<file path="src/rtl/wc_pkg.sv">
package wc_pkg;
  typedef enum logic {WC_IDLE = 1'b0, WC_BUSY = 1'b1} wc_state_t;

  // Clears the line-offset bits of a byte address.
  function automatic logic [63:0] wc_align(input logic [63:0] addr, input int off_bits);
    logic [63:0] m;
    m = {64{1'b1}} << off_bits;
    return addr & m;
  endfunction
endpackage

</file>
<file path="src/rtl/wc_pick.sv">
module wc_pick #(
  parameter int LANES = 32,
  localparam int IDX_W = $clog2(LANES)
) (
  input  logic [LANES-1:0] pend,
  output logic             any,
  output logic [IDX_W-1:0] idx
);
  always_comb begin
    any = |pend;
    idx = '0;
    for (int i = LANES - 1; i >= 0; i--) begin
      if (pend[i]) idx = IDX_W'(i);
    end
  end
endmodule

</file>
<file path="src/rtl/wc_match.sv">
module wc_match #(
  parameter int LANES      = 32,
  parameter int ADDR_W     = 32,
  parameter int LINE_BYTES = 128
) (
  input  logic [LANES-1:0][ADDR_W-1:0] addr,
  input  logic [LANES-1:0]             pend,
  input  logic [ADDR_W-1:0]            target,
  output logic [LANES-1:0]             hit
);
  localparam int OFF_W = $clog2(LINE_BYTES);

  for (genvar g = 0; g < LANES; g++) begin : g_lane
    logic [ADDR_W-OFF_W-1:0] tag;
    assign tag    = addr[g][ADDR_W-1:OFF_W];
    assign hit[g] = pend[g] && (tag == target[ADDR_W-1:OFF_W]);
  end
endmodule

</file>
<file path="src/rtl/wc_stats.sv">
module wc_stats #(
  parameter int LANES      = 32,
  parameter int ELEM_BYTES = 4,
  parameter int LINE_BYTES = 128,
  localparam int USE_W = $clog2(LANES * ELEM_BYTES + 1),
  localparam int XFR_W = $clog2(LANES * LINE_BYTES + 1),
  localparam int CNT_W = $clog2(LANES + 1)
) (
  input  logic             clk,
  input  logic             rst_n,
  input  logic             start,
  input  logic [LANES-1:0] mask,
  input  logic             fire,
  output logic [USE_W-1:0] useful,
  output logic [XFR_W-1:0] xfer,
  output logic [CNT_W-1:0] count
);
  function automatic logic [CNT_W-1:0] active_lanes(input logic [LANES-1:0] m);
    logic [CNT_W-1:0] n;
    n = '0;
    for (int i = 0; i < LANES; i++) n = n + CNT_W'(m[i]);
    return n;
  endfunction

  function automatic logic [XFR_W-1:0] bytes_moved(input logic [CNT_W-1:0] c);
    return XFR_W'(c) * XFR_W'(LINE_BYTES);
  endfunction

  always_ff @(posedge clk) begin
    if (!rst_n) begin
      useful <= '0;
      count  <= '0;
    end else if (start) begin
      useful <= USE_W'(active_lanes(mask)) * USE_W'(ELEM_BYTES);
      count  <= '0;
    end else if (fire) begin
      count  <= count + CNT_W'(1);
    end
  end

  assign xfer = bytes_moved(count);
endmodule

</file>
<file path="src/rtl/warp_coalescer.sv">
module warp_coalescer #(
  parameter int LANES      = 32,
  parameter int ADDR_W     = 32,
  parameter int ELEM_BYTES = 4,
  parameter int LINE_BYTES = 128,
  localparam int IDX_W = $clog2(LANES),
  localparam int OFF_W = $clog2(LINE_BYTES),
  localparam int USE_W = $clog2(LANES * ELEM_BYTES + 1),
  localparam int XFR_W = $clog2(LANES * LINE_BYTES + 1),
  localparam int CNT_W = $clog2(LANES + 1)
) (
  input  logic                    clk,
  input  logic                    rst_n,
  input  logic                    req_valid,
  output logic                    req_ready,
  input  logic [LANES*ADDR_W-1:0] req_addr,
  input  logic [LANES-1:0]        req_mask,
  output logic                    txn_valid,
  input  logic                    txn_ready,
  output logic [ADDR_W-1:0]       txn_line,
  output logic                    done,
  output logic [USE_W-1:0]        stat_useful,
  output logic [XFR_W-1:0]        stat_xfer,
  output logic [CNT_W-1:0]        stat_count
);
  import wc_pkg::*;

  wc_state_t                    state_q;
  logic [LANES-1:0][ADDR_W-1:0] addr_q;
  logic [LANES-1:0]             pend_q;

  // Named internal events, also observed by the checker.
  logic             accept;
  logic             txn_fire;
  logic             pend_any;
  logic [IDX_W-1:0] lead_lane;
  logic [LANES-1:0] line_hit;
  logic [ADDR_W-1:0] lead_line;

  assign req_ready = (state_q == WC_IDLE);
  assign accept    = req_valid && req_ready;

  wc_pick #(.LANES(LANES)) u_pick (
    .pend (pend_q),
    .any  (pend_any),
    .idx  (lead_lane)
  );

  assign lead_line = ADDR_W'(wc_align(64'(addr_q[lead_lane]), OFF_W));

  wc_match #(.LANES(LANES), .ADDR_W(ADDR_W), .LINE_BYTES(LINE_BYTES)) u_match (
    .addr   (addr_q),
    .pend   (pend_q),
    .target (lead_line),
    .hit    (line_hit)
  );

  assign txn_valid = (state_q == WC_BUSY) && pend_any;
  assign txn_line  = lead_line;
  assign txn_fire  = txn_valid && txn_ready;
  assign done      = (state_q == WC_BUSY) && !pend_any;

  always_ff @(posedge clk) begin
    if (!rst_n) begin
      state_q <= WC_IDLE;
      addr_q  <= '0;
      pend_q  <= '0;
    end else begin
      case (state_q)
        WC_IDLE: if (accept) begin
          addr_q  <= req_addr;
          pend_q  <= req_mask;
          state_q <= WC_BUSY;
        end
        WC_BUSY: begin
          if (txn_fire) pend_q <= pend_q & ~line_hit;
          if (!pend_any) state_q <= WC_IDLE;
        end
        default: state_q <= WC_IDLE;
      endcase
    end
  end

  wc_stats #(.LANES(LANES), .ELEM_BYTES(ELEM_BYTES), .LINE_BYTES(LINE_BYTES)) u_stats (
    .clk    (clk),
    .rst_n  (rst_n),
    .start  (accept),
    .mask   (req_mask),
    .fire   (txn_fire),
    .useful (stat_useful),
    .xfer   (stat_xfer),
    .count  (stat_count)
  );
endmodule

</file>
<file path="config.mk">
export PLATFORM = sky130hd
export DESIGN_NAME = warp_coalescer
export DESIGN_NICKNAME = d
export VERILOG_FILES = /design/src/rtl/wc_pkg.sv /design/src/rtl/wc_pick.sv /design/src/rtl/wc_match.sv /design/src/rtl/wc_stats.sv /design/src/rtl/warp_coalescer.sv
export SDC_FILE = /design/constraint.sdc
export NUM_CORES = 2
export LEC_CHECK = 0
export BUFFER_PORTS_ARGS = -buffer_cell sky130_fd_sc_hd__buf_4
export CAP_MARGIN = 20
export CORE_AREA = 2 2 439 441
export DETAILED_ROUTE_END_ITERATION = 8
export DIE_AREA = 0 0 441 443
export PLACE_DENSITY_LB_ADDON = 0.25
export REMOVE_ABC_BUFFERS = 1
export SYNTH_ARGS = -nofsm -noshare
export SYNTH_HDL_FRONTEND = slang
export SYNTH_SLANG_ARGS = --single-unit
</file>
<file path="constraint.sdc">
create_clock -name clk -period 9.41 [get_ports clk]
set_input_delay 0.941 -clock clk [delete_from_list [all_inputs] [get_ports clk]]
set_output_delay 0.941 -clock clk [all_outputs]
set_load 0.05 [all_outputs]
</file>
**Word-level counts from Yosys, hierarchy flattened**

Cells that the tools add are included.

- Logic and storage cells: 188
- Output and inout bits: 62
- Bits in registers: 1,069

- Reductions and logical operators: 41
- Equality and inequality tests: 34
- Add/subtract/negate cells: 32
- Bitwise gates (word level): 4
- Magnitude comparators: 1
- Muxes and demuxes: 40

Operator list:

| kind | number |
|---|---|
| $eq 25x25->1 | 32 |
| $add 6x1->6 | 30 |
| $bmux 32 s5 | 1 |
| $mux 5 | 32 |
| $mux 32 | 3 |
| $pmux 32 s2 | 1 |
| $logic_and 1x1->1 | 36 |
| $and 32x32->32 | 1 |
| $not 32->32 | 1 |
| $reduce_or 32->1 | 1 |
| $add 6x1->6 const B | 1 |
| $lt 5x6->1 const B | 1 |
| $ne 2x1->1 const B | 2 |
| $reduce_and 2->1 | 2 |
| $add 1x1->2 | 1 |
| $mux 1 | 2 |
| $not 1->1 | 2 |
| $pmux 1 s2 | 1 |
| $reduce_or 2->1 | 1 |
| $logic_not 1->1 | 1 |

**Depth between registers and ports, before layout**

- Depth in word-level cells: 40
- Mapped depth: 20
- Mapped depth without buffers: 17

**By module**

From an unflattened synthesis, not the netlist that was laid out.

- Cells, all modules: 6,936
- Area, all modules: 57,505.2 um^2

By module, submodules not included:

| module | instances | area an instance (um^2) | cells an instance |
|---|---|---|---|
| warp_coalescer | 1 | 45,874.0 | 5,533 |
| wc_match | 1 | 9,848.2 | 1,188 |
| wc_stats | 1 | 1,397.6 | 150 |
| wc_pick | 1 | 385.4 | 65 |

**Worst setup path before layout**

Ideal clock, no wire load.

- Path type: input to register
- Start point: in req_mask[0]
- End point: reg u_stats.useful[6]
- Data arrival time: 5.596 ns
- Setup slack: 3.699 ns
- Cell stages on the path: 16
- Buffers on the path: 0
- Cell sequence: ha_1 inv_1 fa_1 fa_1 fa_1 fa_1 fa_1 fa_1 inv_1 fa_1 fa_1 a21o_1 a21oi_1 xor2_1 o21ai_0 and2_1

- Word-level cells in the longest chain between the ends: 31

RTL lines:

| item | line | source |
|---|---|---|
| from (decl) | warp_coalescer.sv:17 | `input logic [LANES-1:0] req_mask,` |
| $add 1x1->2 | wc_stats.sv:21 | `for (int i = 0; i < LANES; i++) n = n + CNT_W'(m[i]);` |
| $add 6x1->6 (30 in series) | wc_stats.sv:21 |  |
| to (signal assigned) | wc_stats.sv:34 | `useful <= USE_W'(active_lanes(mask)) * USE_W'(ELEM_BYTES);` |
| to (decl) | wc_stats.sv:14 | `output logic [USE_W-1:0] useful,` |

Every way passes these cells.
A chain may end at the register's enable or synchronous reset.

**Worst setup path in the final report**

- Start point: reg pend_q[0]
- End point: out txn_line[25]

- Word-level cells in the longest chain between the ends: 3

RTL lines:

| item | line | source |
|---|---|---|
| from (decl) | warp_coalescer.sv:30 | `logic [LANES-1:0] pend_q;` |
| from (signal assigned) | warp_coalescer.sv:72 | `pend_q <= req_mask;` |
| from (signal assigned) | warp_coalescer.sv:76 | `if (txn_fire) pend_q <= pend_q & ~line_hit;` |
| $mux 5 | wc_pick.sv:13 | `if (pend[i]) idx = IDX_W'(i);` |
| $bmux 32 s5 | warp_coalescer.sv:49 | `assign lead_line = ADDR_W'(wc_align(64'(addr_q[lead_lane]), OFF_W));` |
| $mux 32 (not written as such) | warp_coalescer.sv:49 |  |
| to (decl) | warp_coalescer.sv:20 | `output logic [ADDR_W-1:0] txn_line,` |

Every way passes these cells. The select of a mux whose other input is x is not followed.

==> metrics.csv <==
metric;value;unit
outcome;finished clean;
clock root buffer;clkbuf_16;
dpl ws;2070;ps
Setup CP Type;reg2out;
Worst Hold End;addr_q[924]$_SDFFE_PN0P_;
clock latency on the worst-skew pair;820;ps
Highest Signal Layer;met5;
post-place instance area;62000;um^2
GRT overflow;0;
layout cells sized above 1;18.4;%
DR pass1 iterations;6;
Max Clk Rate;125;MHz
global-route wire length before repair;458000;um
pin count of the biggest net entering global routing;190;
cell family with most CP delay;simple AND/OR/NAND/NOR gates;
Worst path slowest cell;dfxtp_1;
die height;443;um
NumNets Final;8489;
peak supply drop;0.202;mV
synth unique cells;102;
M1 wire length;142000;um
PnR worst setup slack;1410;ps
Area growth syn-to-layout;25.2;%
Finished Cell Area;65600;um^2
vias in the first global route;52471;
Yosys Warn Count;0;
met2 routed wirelength;151000;um
Critical path buffers and inverters;6;
critical-path maximum fanout;55;
R2R depth;16;
CP arrival;7060;ps
Routed WL;347000;um
DRC;0;
min-delay src;req_addr[924];
Detailed Place HPWL;273000;um
Final Power;21.7;mW
unrepaired setup endpoints after global routing;no;
CTS tree;built;
Post-synth EDFFs;0;
Worst Tran Pin Value;1290;ps
Crit. End Element;primary output;
post-route ant nets;0;
IO buf count;881;
routed vias;55275;
Die Wd;441;um
Critical Path Source Type;register;
Avg WL per Cell;34.7;um
Final Max Slew Viols;0;
total of max-cap violations;0;
clock sinks;845;
biggest cell delay along the critical path;640;ps
CTS resizes;0;
cts bufs inserted;101;
Yosys reg bits;845;
met3 wire length;29200;um
GRT Total Usage;34.2;%
worst hold path class;in2reg;
Starting Density;27.4;%
initial antenna violation count;25;
commonest non-fill, non-tap cell in the layout;nand2_1;
cts hold-fix bufs;0;
Crit Reg-Reg Endpoint;pend_q[28]$_SDFFE_PN0P_;
Worst-path clk slew;70;ps
ys async rst share;0;%
R2R Path Start;pend_q[0]$_SDFFE_PN0P_;
Die Area;195000;um^2
I/O pins;1122;
clock buffer depth;3;
worst-path cell chain;or2_1, nor4b_2, o21a_1, buf_4, a21oi_4, buf_12, buf_4, nor2_2, buf_4, a32oi_1, nand4_1, nand2b_1, and2_1, inv_2, buf_4;
Setup Buffers After CTS;0;
row count;161;
routability cong.;1.04;
Post-Syn Instances;6711;
reg2reg setup slack;1790;ps
Layout Skew;66.0;ps
sequential area share after synthesis;32.3;%
fin crit share;85.0;%
WHS Path Cells;3;
worst relative slew slack;11.8;%
Setup TNS;0;ps
Post-Syn Area per Cell;7.81;um^2
core footprint;191000;um^2
Vias/cell;5.52;
Netlist Area Pre-Place;52400;um^2
final hold vios;0;
commonest register cell after synthesis;dfxtp_1;
WP data required;8470;ps
commonest non-fill, non-tap cells in the layout;nand2_1 (1953), buf_4 (1100), dfxtp_1 (845);
initial DRC count;6912;
P per Cell Area;331;nW/um^2
fin crit period;8000;ps
Worst path most repeated cell;buf_4;
LEAKAGE;25.7;nW
CTS H-tree depth;3;
setup violators final;0;
[power breakdown]
part | internal (mW) | leakage [nW] | switching [mW]
Sequential | 3.81 | 6.94 | 0.427
Clock | 2.53 | 1.70 | 1.78
Combinational | 4.03 | 17.0 | 9.14
[kinds of logic (layout without fill, tap and decap cells)]
| group | after synthesis | count (layout) | synth area share (%) |
|---|---|---|---|
| compound gates | 1547 | 1547 | 22.1 |
| mux | 183 | 183 | 3.67 |
| fa+ha+maj | 33 | 33 | 1.13 |
| flops | 845 | 845 | 32.3 |
| other cells | 1 | 27 | 0.00715 |
| simple gates | 2573 | 2573 | 20.6 |
| buf+inv | 647 | 1392 | 5.43 |
| xor+xnor | 882 | 882 | 14.7 |
[state kept, by name (all words and copies together) (netlist names)]
name	count
u_stats.useful	6
addr_q	800
state_q	1
pend_q	32
u_stats.count	6
[worst reg2reg max path, stage by stage, from the launching register on]
cell,delay (ps)
dfxtp_1,460
or2_1,540
nor4b_2,340
o21a_1,380
buf_4,420
nand2_1,700
buf_4,440
a221oi_1,400
nor4_1,120
a22oi_1,540
nand3_2,610
buf_4,380
xor2_1,220
a2111oi_0,660
nand4_1,260
nor4_1,770
a41oi_1,200
[through the flow]
stage,util [%],std cells,hold slack [ps]
floorplan,-,6174,443
global placement,32.5,9816,455
detailed placement,32.5,9817,461
CTS,34.3,9995,352
global route,34.3,10002,390
finish,34.3,10008,375
[final cells by class]
cell class	count	area [um^2]
Multi-Input combinational cell	5234	33000
Sequential cell	845	16900
Antenna cell	11	27.5
Clock buffer	134	2790
Clock inverter	44	733
Tap cell	2526	3160
Inverter	95	357
Timing Repair Buffer	1119	8610
Fill cell	20350	126000
[worst max-delay path by stage]
stage / cells after the start / endpoint / from
2_1_floorplan: 7 / pend_q[20]$_SDFFE_PN0P_ / req_valid
3_3_place_gp: 16 / pend_q[28]$_SDFFE_PN0P_ / pend_q[0]$_SDFFE_PN0P_
3_5_place_dp: 16 / pend_q[28]$_SDFFE_PN0P_ / pend_q[0]$_SDFFE_PN0P_
4_1_cts: 15 / txn_line[25] / pend_q[0]$_SDFFE_PN0P_
5_1_grt: 15 / txn_line[25] / pend_q[0]$_SDFFE_PN0P_
6_report: 15 / txn_line[25] / pend_q[0]$_SDFFE_PN0P_
[layer usage]
layer	GRT usage, %	up-vias
li1	-	24281
met1	44.4	27213
met2	52.0	3089
met3	6.67	682
met4	20.6	10
met5	0	-
[synth_stat cells, types with 108 or more instances]
master / instances / share of area (%)
a21boi_0: 803 / 11
a21oi_1: 132 / 1.3
buf_2: 127 / 1.2
clkbuf_1: 341 / 2.4
dfxtp_1: 845 / 32
mux2i_1: 165 / 3.2
nand2_1: 1957 / 14
nand4_1: 116 / 1.4
nor2_1: 118 / 0.84
nor4_1: 108 / 1.3
xnor2_1: 466 / 7.8
xor2_1: 416 / 7.0
Note: power is estimated with default switching activity, not from simulation.
